--- config.mk ---
export PLATFORM = sky130hd
export DESIGN_NAME = lbic_top
export DESIGN_NICKNAME = d
export VERILOG_FILES = /design/src/rtl/lbic_pkg.sv /design/src/rtl/lbic_src_reg.sv /design/src/rtl/lbic_prio_enc.sv /design/src/rtl/lbic_regif.sv /design/src/rtl/lbic_top.sv
export SDC_FILE = /design/constraint.sdc
export NUM_CORES = 1
export LEC_CHECK = 0
export BUFFER_PORTS_ARGS = -buffer_cell sky130_fd_sc_hd__buf_2
export CAP_MARGIN = 20
export CORE_UTILIZATION = 38
export CTS_CLUSTER_DIAMETER = 80
export DETAILED_ROUTE_END_ITERATION = 10
export GPL_TIMING_DRIVEN = 1
export PLACE_DENSITY_LB_ADDON = 0.1
export SETUP_SLACK_MARGIN = 0.3
export SYNTH_ARGS = -nofsm -noshare
export SYNTH_HDL_FRONTEND = slang
export SYNTH_SLANG_ARGS = --single-unit
--- constraint.sdc ---
create_clock -name clk_i -period 2.6 [get_ports clk_i]
set_input_delay 0.13 -clock clk_i [delete_from_list [all_inputs] [get_ports clk_i]]
set_output_delay 0.13 -clock clk_i [all_outputs]
set_load 0.01 [all_outputs]
--- src/rtl/lbic_pkg.sv ---
package lbic_pkg;
  localparam int unsigned LBIC_VEC_OFS  = 0;
  localparam int unsigned LBIC_MASK_OFS = 2;

  typedef enum logic [1:0] {
    SEL_NONE,
    SEL_VEC,
    SEL_MASK
  } lbic_sel_e;
endpackage

--- src/rtl/lbic_src_reg.sv ---
module lbic_src_reg #(
  parameter int unsigned N_SRC = 16
) (
  input  logic             clk_i,
  input  logic             rst_ni,
  input  logic [N_SRC-1:0] lvl_i,
  output logic [N_SRC-1:0] src_o
);
  logic [N_SRC-1:0] src_q;

  // level tracking only: no sticky bits
  always_ff @(posedge clk_i or negedge rst_ni) begin
    if (!rst_ni) src_q <= '0;
    else         src_q <= lvl_i;
  end

  assign src_o = src_q;
endmodule

--- src/rtl/lbic_prio_enc.sv ---
module lbic_prio_enc #(
  parameter int unsigned N_SRC  = 16,
  parameter int unsigned DATA_W = 16
) (
  input  logic [N_SRC-1:0]  pend_i,
  output logic [DATA_W-1:0] vec_o
);
  logic [N_SRC:0]   seen;
  logic [N_SRC-1:0] hit;

  assign seen[0] = 1'b0;

  // lowest index wins: a line hits only if nothing below it is pending
  for (genvar g = 0; g < N_SRC; g++) begin : g_chain
    assign hit[g]      = pend_i[g] & ~seen[g];
    assign seen[g + 1] = seen[g] | pend_i[g];
  end

  always_comb begin
    vec_o = '0;
    for (int k = 0; k < N_SRC; k++) begin
      if (hit[k]) vec_o = DATA_W'((k + 1) * 4);
    end
  end
endmodule

--- src/rtl/lbic_regif.sv ---
module lbic_regif
  import lbic_pkg::*;
#(
  parameter int unsigned        N_SRC    = 16,
  parameter int unsigned        DATA_W   = 16,
  parameter int unsigned        ADDR_W   = 12,
  parameter logic [N_SRC-1:0]   MASK_RST = 16'h0010
) (
  input  logic              clk_i,
  input  logic              rst_ni,
  input  logic              req_i,
  input  logic              we_i,
  input  logic [ADDR_W-1:0] addr_i,
  input  logic [DATA_W-1:0] wdata_i,
  input  logic [N_SRC-1:0]  lvl_i,
  input  logic [N_SRC-1:0]  src_i,
  input  logic [DATA_W-1:0] vec_i,
  output logic [N_SRC-1:0]  pend_o,
  output logic [N_SRC-1:0]  mask_o,
  output logic [DATA_W-1:0] rdata_o,
  output logic              irq_o
);
  lbic_sel_e        sel;
  logic             wr_mask;
  logic [N_SRC-1:0] mask_q, mask_nxt;
  logic             irq_q;

  always_comb begin
    if (addr_i == ADDR_W'(LBIC_VEC_OFS))       sel = SEL_VEC;
    else if (addr_i == ADDR_W'(LBIC_MASK_OFS)) sel = SEL_MASK;
    else                                       sel = SEL_NONE;
  end

  assign wr_mask  = req_i & we_i & (sel == SEL_MASK);
  assign mask_nxt = wr_mask ? wdata_i[N_SRC-1:0] : mask_q;

  always_ff @(posedge clk_i or negedge rst_ni) begin
    if (!rst_ni) mask_q <= MASK_RST;
    else         mask_q <= mask_nxt;
  end

  // look ahead to next-state source and mask so irq_o lines up with them
  always_ff @(posedge clk_i or negedge rst_ni) begin
    if (!rst_ni) irq_q <= 1'b0;
    else         irq_q <= |(lvl_i & mask_nxt);
  end

  assign pend_o = src_i & mask_q;
  assign mask_o = mask_q;
  assign irq_o  = irq_q;

  always_comb begin
    rdata_o = '0;
    if (req_i && !we_i) begin
      unique case (sel)
        SEL_VEC:  rdata_o = vec_i;
        SEL_MASK: rdata_o = DATA_W'(mask_q);
        default:  rdata_o = '0;
      endcase
    end
  end
endmodule

--- src/rtl/lbic_top.sv ---
module lbic_top #(
  parameter int unsigned      N_SRC    = 16,
  parameter int unsigned      DATA_W   = 16,
  parameter int unsigned      ADDR_W   = 12,
  parameter logic [N_SRC-1:0] MASK_RST = 16'h0010
) (
  input  logic              clk_i,
  input  logic              rst_ni,
  input  logic [N_SRC-1:0]  irq_i,
  input  logic              req_i,
  input  logic              we_i,
  input  logic [ADDR_W-1:0] addr_i,
  input  logic [DATA_W-1:0] wdata_i,
  output logic [DATA_W-1:0] rdata_o,
  output logic              irq_o
);
  logic [N_SRC-1:0]  src_q;
  logic [N_SRC-1:0]  pend;
  logic [N_SRC-1:0]  mask_q;
  logic [DATA_W-1:0] vec;

  lbic_src_reg #(.N_SRC(N_SRC)) u_src (
    .clk_i  (clk_i),
    .rst_ni (rst_ni),
    .lvl_i  (irq_i),
    .src_o  (src_q)
  );

  lbic_prio_enc #(.N_SRC(N_SRC), .DATA_W(DATA_W)) u_enc (
    .pend_i (pend),
    .vec_o  (vec)
  );

  lbic_regif #(
    .N_SRC    (N_SRC),
    .DATA_W   (DATA_W),
    .ADDR_W   (ADDR_W),
    .MASK_RST (MASK_RST)
  ) u_regif (
    .clk_i   (clk_i),
    .rst_ni  (rst_ni),
    .req_i   (req_i),
    .we_i    (we_i),
    .addr_i  (addr_i),
    .wdata_i (wdata_i),
    .lvl_i   (irq_i),
    .src_i   (src_q),
    .vec_i   (vec),
    .pend_o  (pend),
    .mask_o  (mask_q),
    .rdata_o (rdata_o),
    .irq_o   (irq_o)
  );
endmodule

==> impl_metrics.toml, run 1 <==
[outcome]
status = "completed"

[drt]
via_per_inst = 5.48
drc_errors = 0
top_layer = "met4"
wl_met3_um = 343
finalWirelength_um = 4850
num_vias = 1572
drt_iter0_drc = 93
first_pass_iters = 4
wl_met2_um = 2410
wl_met1_um = 2010
wl_per_cell_um = 16.9
drtAntennaViolNets = 0

[cells_and_area]
final_common_cell = "buf_2"
final_cell_mix = "buf_2 (63), dfrtp_1 (32), dlygate4sd3_1 (17)"
final_cell_count_no_fill = 287
fill_cells = 347
final_layout_size_suffix_gt1_share_pct = 46.0
seq_area_um2 = 827
multiInputGateArea_um2 = 767
fin_nets = 284
area_delta_synth_final_pct = 49.1
antennaDiodeCount = 0

[yosys]
synth_top_area_share_pct = 50.4
synth-edff-count = 0
ys_async_sr_fraction_pct = 100
avgSynthCellArea_um2 = 11.7
netlist_area_mm2 = 0.00159
synth_top_flop_cell = "dfrtp_1"
synth_cell_types = 29
synth_area_leaders = "dfrtp_1 (50%), mux2_2 (11%), a22oi_1 (5.2%), and2_1 (5.1%), a22o_1 (5.0%)"
ys_warn_count = 0
seq_area_frac_synth_pct = 52.0
synth_seq_cells = 33
syn-num-nets = 184
yosysTopAreaCell = "dfrtp_1"
syn_inst = 136

[place]
dp_hpwl_um = 3360
portBuffers = 64
place_ws_ns = 0.404
routabilityCongestion = 0.825
post-place-cells = 250

[cts]
cts_max_level = 2
clock_path_buffers = 2
path_clk_slew_ns = 0.07
cts_tree = "yes"
worst_skew_pair.late_latency_ns = 0.28
cts_buffers = 5
clock-sinks = 33
root_buffer = "clkbuf_8"

[setup_path]
critPathMaxFanout = 3
path_buf_inv = 1
rr_startpoint = "u_regif.mask_o[1]"
setup.worst_path.end = "rdata_o[4]"
critPathLaunch = "u_src.src_o[1]"
path_delay_family = "simple AND/OR/NAND/NOR gates"
crit_chain = "a222oi_1 -> nand4_1 -> nor4_4 -> nor3_2 -> a32o_2 -> buf_6"
path_class = "reg2out"
reg2reg_depth = 5
worstSetupStartpointType = "flop"
end_kind = "output pin"
rrSetupSlack_ns = 1.06
crit_arrival_ns = 2.19
r2r_end = "u_regif.irq_o"
slowest_delay_ns = 0.41
cp.required_ns = 2.47
crit_cells = 6
slowest_stage = "dfrtp_1"

[timing]
rsz0062_at_grt = "true"
fin_crit_sh_pct = 89.4
tightest_slew_ns = 0.738
setup_tns_ns = 0
fin_ws_ns = 0.275
finClkSkew_ns = 0.00362
max_freq_mhz = 430
hold_violations = 0
setup_viol = 0
timing.hold.ws_ns = 0.0889
report.final.slew_viol_count = 0
relSlewSlack_pct = 50.8
timing.final.crit_period_ns = 2.32

[power_and_ir_drop]
powerDensity_mw_per_mm2 = 426
power.total_mw = 1.01
peakVddDrop_mv = 0.263
p_leak_nw = 1.21

[floorplan]
core-area_mm2 = 0.00400
die_h_um = 66.7
initial_core_util_pct = 39.8
io_pins = 65
fp.dieArea_mm2 = 0.00445
core.rowCount = 23
die_w_um = 66.7

[global_routing]
grt.overflow.total = 0
grt_pass1_wl_um = 7110
antenna_found_initial = 0
first_global_vias = 1555
grtUsageTotal_pct = 22.4
grt_max_degree = 34

[flow_run]
max-cap-violations = 0

[hold_path]
holdCritPathClass = "in2reg"
[sequential cells by signal, summed over array words and instances (netlist names)]
name            cells
u_regif.mask_o     16
u_src.src_o        16
u_regif.irq_o       1
[cell usage after synthesis (all sizes together), types with 2 or more instances]
master	number
a211o	2
a21oi	3
a221oi	6
a222oi	2
a22o	9
a22oi	11
a32o	2
and2	13
dfrtp	32
inv	3
mux2	16
nand2	11
nand3	4
nand4	4
nor2	4
nor4	3
[what timing repair did]
action | CTS | global route
hold buffers | 17 | 0
hold endpoints to repair | 48 | 0
pin swaps | 3 | 10
gates resized for setup | 0 | 10
endpoints found under the setup margin | 3 | 4
buffers inserted | 8 | 4
[layout make-up]
class                           instances  area share (%)
Tap cell                               50            2.64
Multi-Input combinational cell         98            32.3
Clock buffer                            5            2.90
Clock inverter                          3           0.739
Sequential cell                        33            34.9
Timing Repair Buffer                   95            26.0
Inverter                                3           0.475
[where the power goes]
group	internal [mW]	switching, mW	total [mW]
logic	0.0533	0.0421	0.0954
registers	0.527	0.00929	0.536
clock network	0.184	0.193	0.378
[cells by family (layout without fill, tap and decap cells)]
kind of cell	Yosys count	in the layout	synth area share (%)
multiplexers	16	16	11.3
AO/OA/AOI/OAI	39	39	20.1
buffers and inverters	5	106	1.26
flip-flops	33	33	52.0
AND/OR/NAND/NOR	43	43	15.3
[per-stage QoR]
| step | instance area, um^2 | util, % |
|---|---|---|
| 3_5_place_dp | 1980 | 49.5 |
| 6_report | 2370 | 59.3 |
| 4_1_cts | 2300 | 57.4 |
| 2_1_floorplan | 1590 | - |
| 5_1_grt | 2370 | 59.3 |
| 3_3_place_gp | 1980 | 49.5 |
[routing by layer]
| metal | track usage, % | up-vias |
|---|---|---|
| met5 | 0 | - |
| met4 | 10.1 | 0 |
| met3 | 5.82 | 11 |
| met2 | 37.2 | 69 |
| met1 | 26.9 | 752 |
| li1 | - | 740 |
[worst min-delay path by stage]
stage	from	to	slack, ns	cells past startpoint
3_5_place_dp	rst_ni	u_regif.mask_o[6]	0.25	1
6_report	wdata_i[7]	u_regif.mask_o[7]	0.09	2
3_3_place_gp	rst_ni	u_src.src_o[3]	0.23	1
4_1_cts	wdata_i[1]	u_regif.mask_o[1]	0.08	2
5_1_grt	wdata_i[1]	u_regif.mask_o[1]	0.08	2
2_1_floorplan	rst_ni	u_regif.irq_o	-0.17	0
Note: power is estimated with default switching activity, not from simulation.
==> run 2: changes to the inputs <==
==> constraint.sdc (replaced) <==
create_clock -name clk_i -period 2.6 [get_ports clk_i]
set_input_delay 0.13 -clock clk_i [delete_from_list [all_inputs] [get_ports clk_i]]
set_output_delay 0.13 -clock clk_i [all_outputs]
set_load 0.02 [all_outputs]
==> run 2 against run 1 <==
- sequential power is essentially flat
- final cell count shrank 2.1%
- highest routed layer unchanged
- count of clock-buffer cells in the layout did not move
- global-route usage down 1.2 points
- largest cell class unchanged
- critical path type unchanged
- non-clock buffer count is 6 lower
- cell area decreased by 2.7%
- largest power group unchanged
- critical path depth increased by 1
==> impl_metrics.toml, run 2 (synthesis results as in run 1) <==
[drt]
num_vias = 1537
wl_met1_um = 1950
drc_errors = 0
wl_met3_um = 287
drt_iter0_drc = 66
finalWirelength_um = 4430
top_layer = "met4"
first_pass_iters = 4
via_per_inst = 5.47
drtAntennaViolNets = 0
wl_met2_um = 2130
wl_per_cell_um = 15.8

[floorplan]
core.rowCount = 23
die_h_um = 66.7
core-area_mm2 = 0.00400
io_pins = 65
fp.dieArea_mm2 = 0.00445
initial_core_util_pct = 39.8
die_w_um = 66.7

[setup_path]
crit_arrival_ns = 2.08
rr_startpoint = "u_regif.mask_o[9]"
path_class = "reg2out"
slowest_delay_ns = 0.39
crit_chain = "a222oi_1 -> nand4_1 -> buf_4 -> a221oi_2 -> a211o_1 -> a22o_1 -> buf_6"
worstSetupStartpointType = "flop"
critPathLaunch = "u_regif.mask_o[0]"
cp.required_ns = 2.47
end_kind = "output pin"
slowest_stage = "dfrtp_1"
critPathMaxFanout = 2

[timing]
setup_tns_ns = 0
setup_viol = 0
max_freq_mhz = 452
finClkSkew_ns = 0.00677
relSlewSlack_pct = 51.0
hold_violations = 0
report.final.slew_viol_count = 0
tightest_slew_ns = 0.735
timing.final.crit_period_ns = 2.21
fin_crit_sh_pct = 85.2
rsz0062_at_grt = "true"

[power_and_ir_drop]
p_leak_nw = 1.17
peakVddDrop_mv = 0.259
powerDensity_mw_per_mm2 = 435

[hold_path]
min-delay-start = "wdata_i[7]"
holdCritPathClass = "in2reg"

[outcome]
status = "completed"

[cts]
worst_skew_pair.late_latency_ns = 0.29
clock-sinks = 33
root_buffer = "clkbuf_8"
cts_buffers = 5
cts_max_level = 2
cts_tree = "yes"
clock_path_buffers = 2
path_clk_slew_ns = 0.07

[place]
portBuffers = 64
post-place-cells = 250
dp_hpwl_um = 3200
routabilityCongestion = 0.826

[cells_and_area]
final_common_cell = "buf_2"
final_cell_count_no_fill = 281
fin_nets = 278
area_delta_synth_final_pct = 45.1
final_cell_mix = "buf_2 (63), dfrtp_1 (32), dlygate4sd3_1 (17)"
final_layout_size_suffix_gt1_share_pct = 43.7
fill_cells = 361
antennaDiodeCount = 0

[global_routing]
grt.overflow.total = 0
first_global_vias = 1480
grt_max_degree = 34
grtUsageTotal_pct = 21.2
antenna_found_initial = 0
grt_pass1_wl_um = 6740

[flow_run]
max-cap-violations = 0
==> run 2: cell count changes in the layout (fill, tap and decap cells not counted), sizes merged <==
| cell | delta |
|---|---|
| buf | -6 |
==> run 2: per-layer routing <==
metal / track usage (%) / up-vias
met1: 25.3 / 749
met5: 0 / -
met3: 5.48 / 8
met4: 7.71 / 0
li1: - / 725
met2: 36.4 / 55
==> run 2: cell type report <==
| cell class | instances | area [um^2] | share of cell area, % |
|---|---|---|---|
| multi-input combinational | 98 | 763 | 33.1 |
| timing repair buffer | 89 | 557 | 24.1 |
| clock inverter | 3 | 17.5 | 0.759 |
| tap | 50 | 62.6 | 2.71 |
| clock buffer | 5 | 68.8 | 2.98 |
| inverter | 3 | 11.3 | 0.488 |
| sequential | 33 | 827 | 35.8 |
==> run 2: power breakdown <==
group	internal, mW	leakage [nW]	total [mW]	switching (mW)
clock network	0.184	0.0439	0.376	0.191
logic	0.0519	0.708	0.0936	0.0418
registers	0.527	0.420	0.536	0.00857
==> run 2: what timing repair did <==
| action | in CTS | in global routing |
|---|---|---|
| hold buffers | 17 | 0 |
| pin swaps | 3 | 4 |
| hold endpoints to repair | 48 | 0 |
| buffers inserted | 6 | 0 |
| resized for setup | 1 | 4 |
| setup endpoints to repair | 3 | 4 |
==> run 2: path summary, 6_finish.rpt <==
kind                                 endpoint  slack, ns  cells past startpoint
setup / recovery                   rdata_o[2]       0.39                      7
min in group asynchronous   u_regif.mask_o[6]       0.43                      2
hold / removal              u_regif.mask_o[7]       0.09                      2
hold reg to reg            u_regif.mask_o[13]       0.57                      1
setup reg to reg                u_regif.irq_o       1.09                      5
max in group asynchronous  u_regif.mask_o[12]       1.69                      2
==> run 2: worst max-delay path: cells and delay by family, from the launching register on <==
family | cells | cell delay [ns]
DFF | 1 | 0.39
AOI/OAI and AO/OA | 4 | 0.83
buffers and inverters | 2 | 0.33
and+or+nand+nor | 1 | 0.24
==> run 2: per-stage QoR <==
| stage | hold slack (ns) | worst slack, ns | power (mW) | util [%] | cell area, um^2 |
|---|---|---|---|---|---|
| floorplan | -0.166 | 0.716 | 0.556 | - | 1590 |
| global placement | 0.229 | 0.490 | 0.617 | 49.5 | 1980 |
| detailed placement | 0.241 | 0.395 | 0.619 | 49.5 | 1980 |
| CTS | 0.0817 | 0.304 | 1.02 | 57.1 | 2290 |
| global route | 0.0743 | 0.264 | 1.05 | 57.7 | 2310 |
| finish | 0.0866 | 0.386 | 1.00 | 57.7 | 2310 |
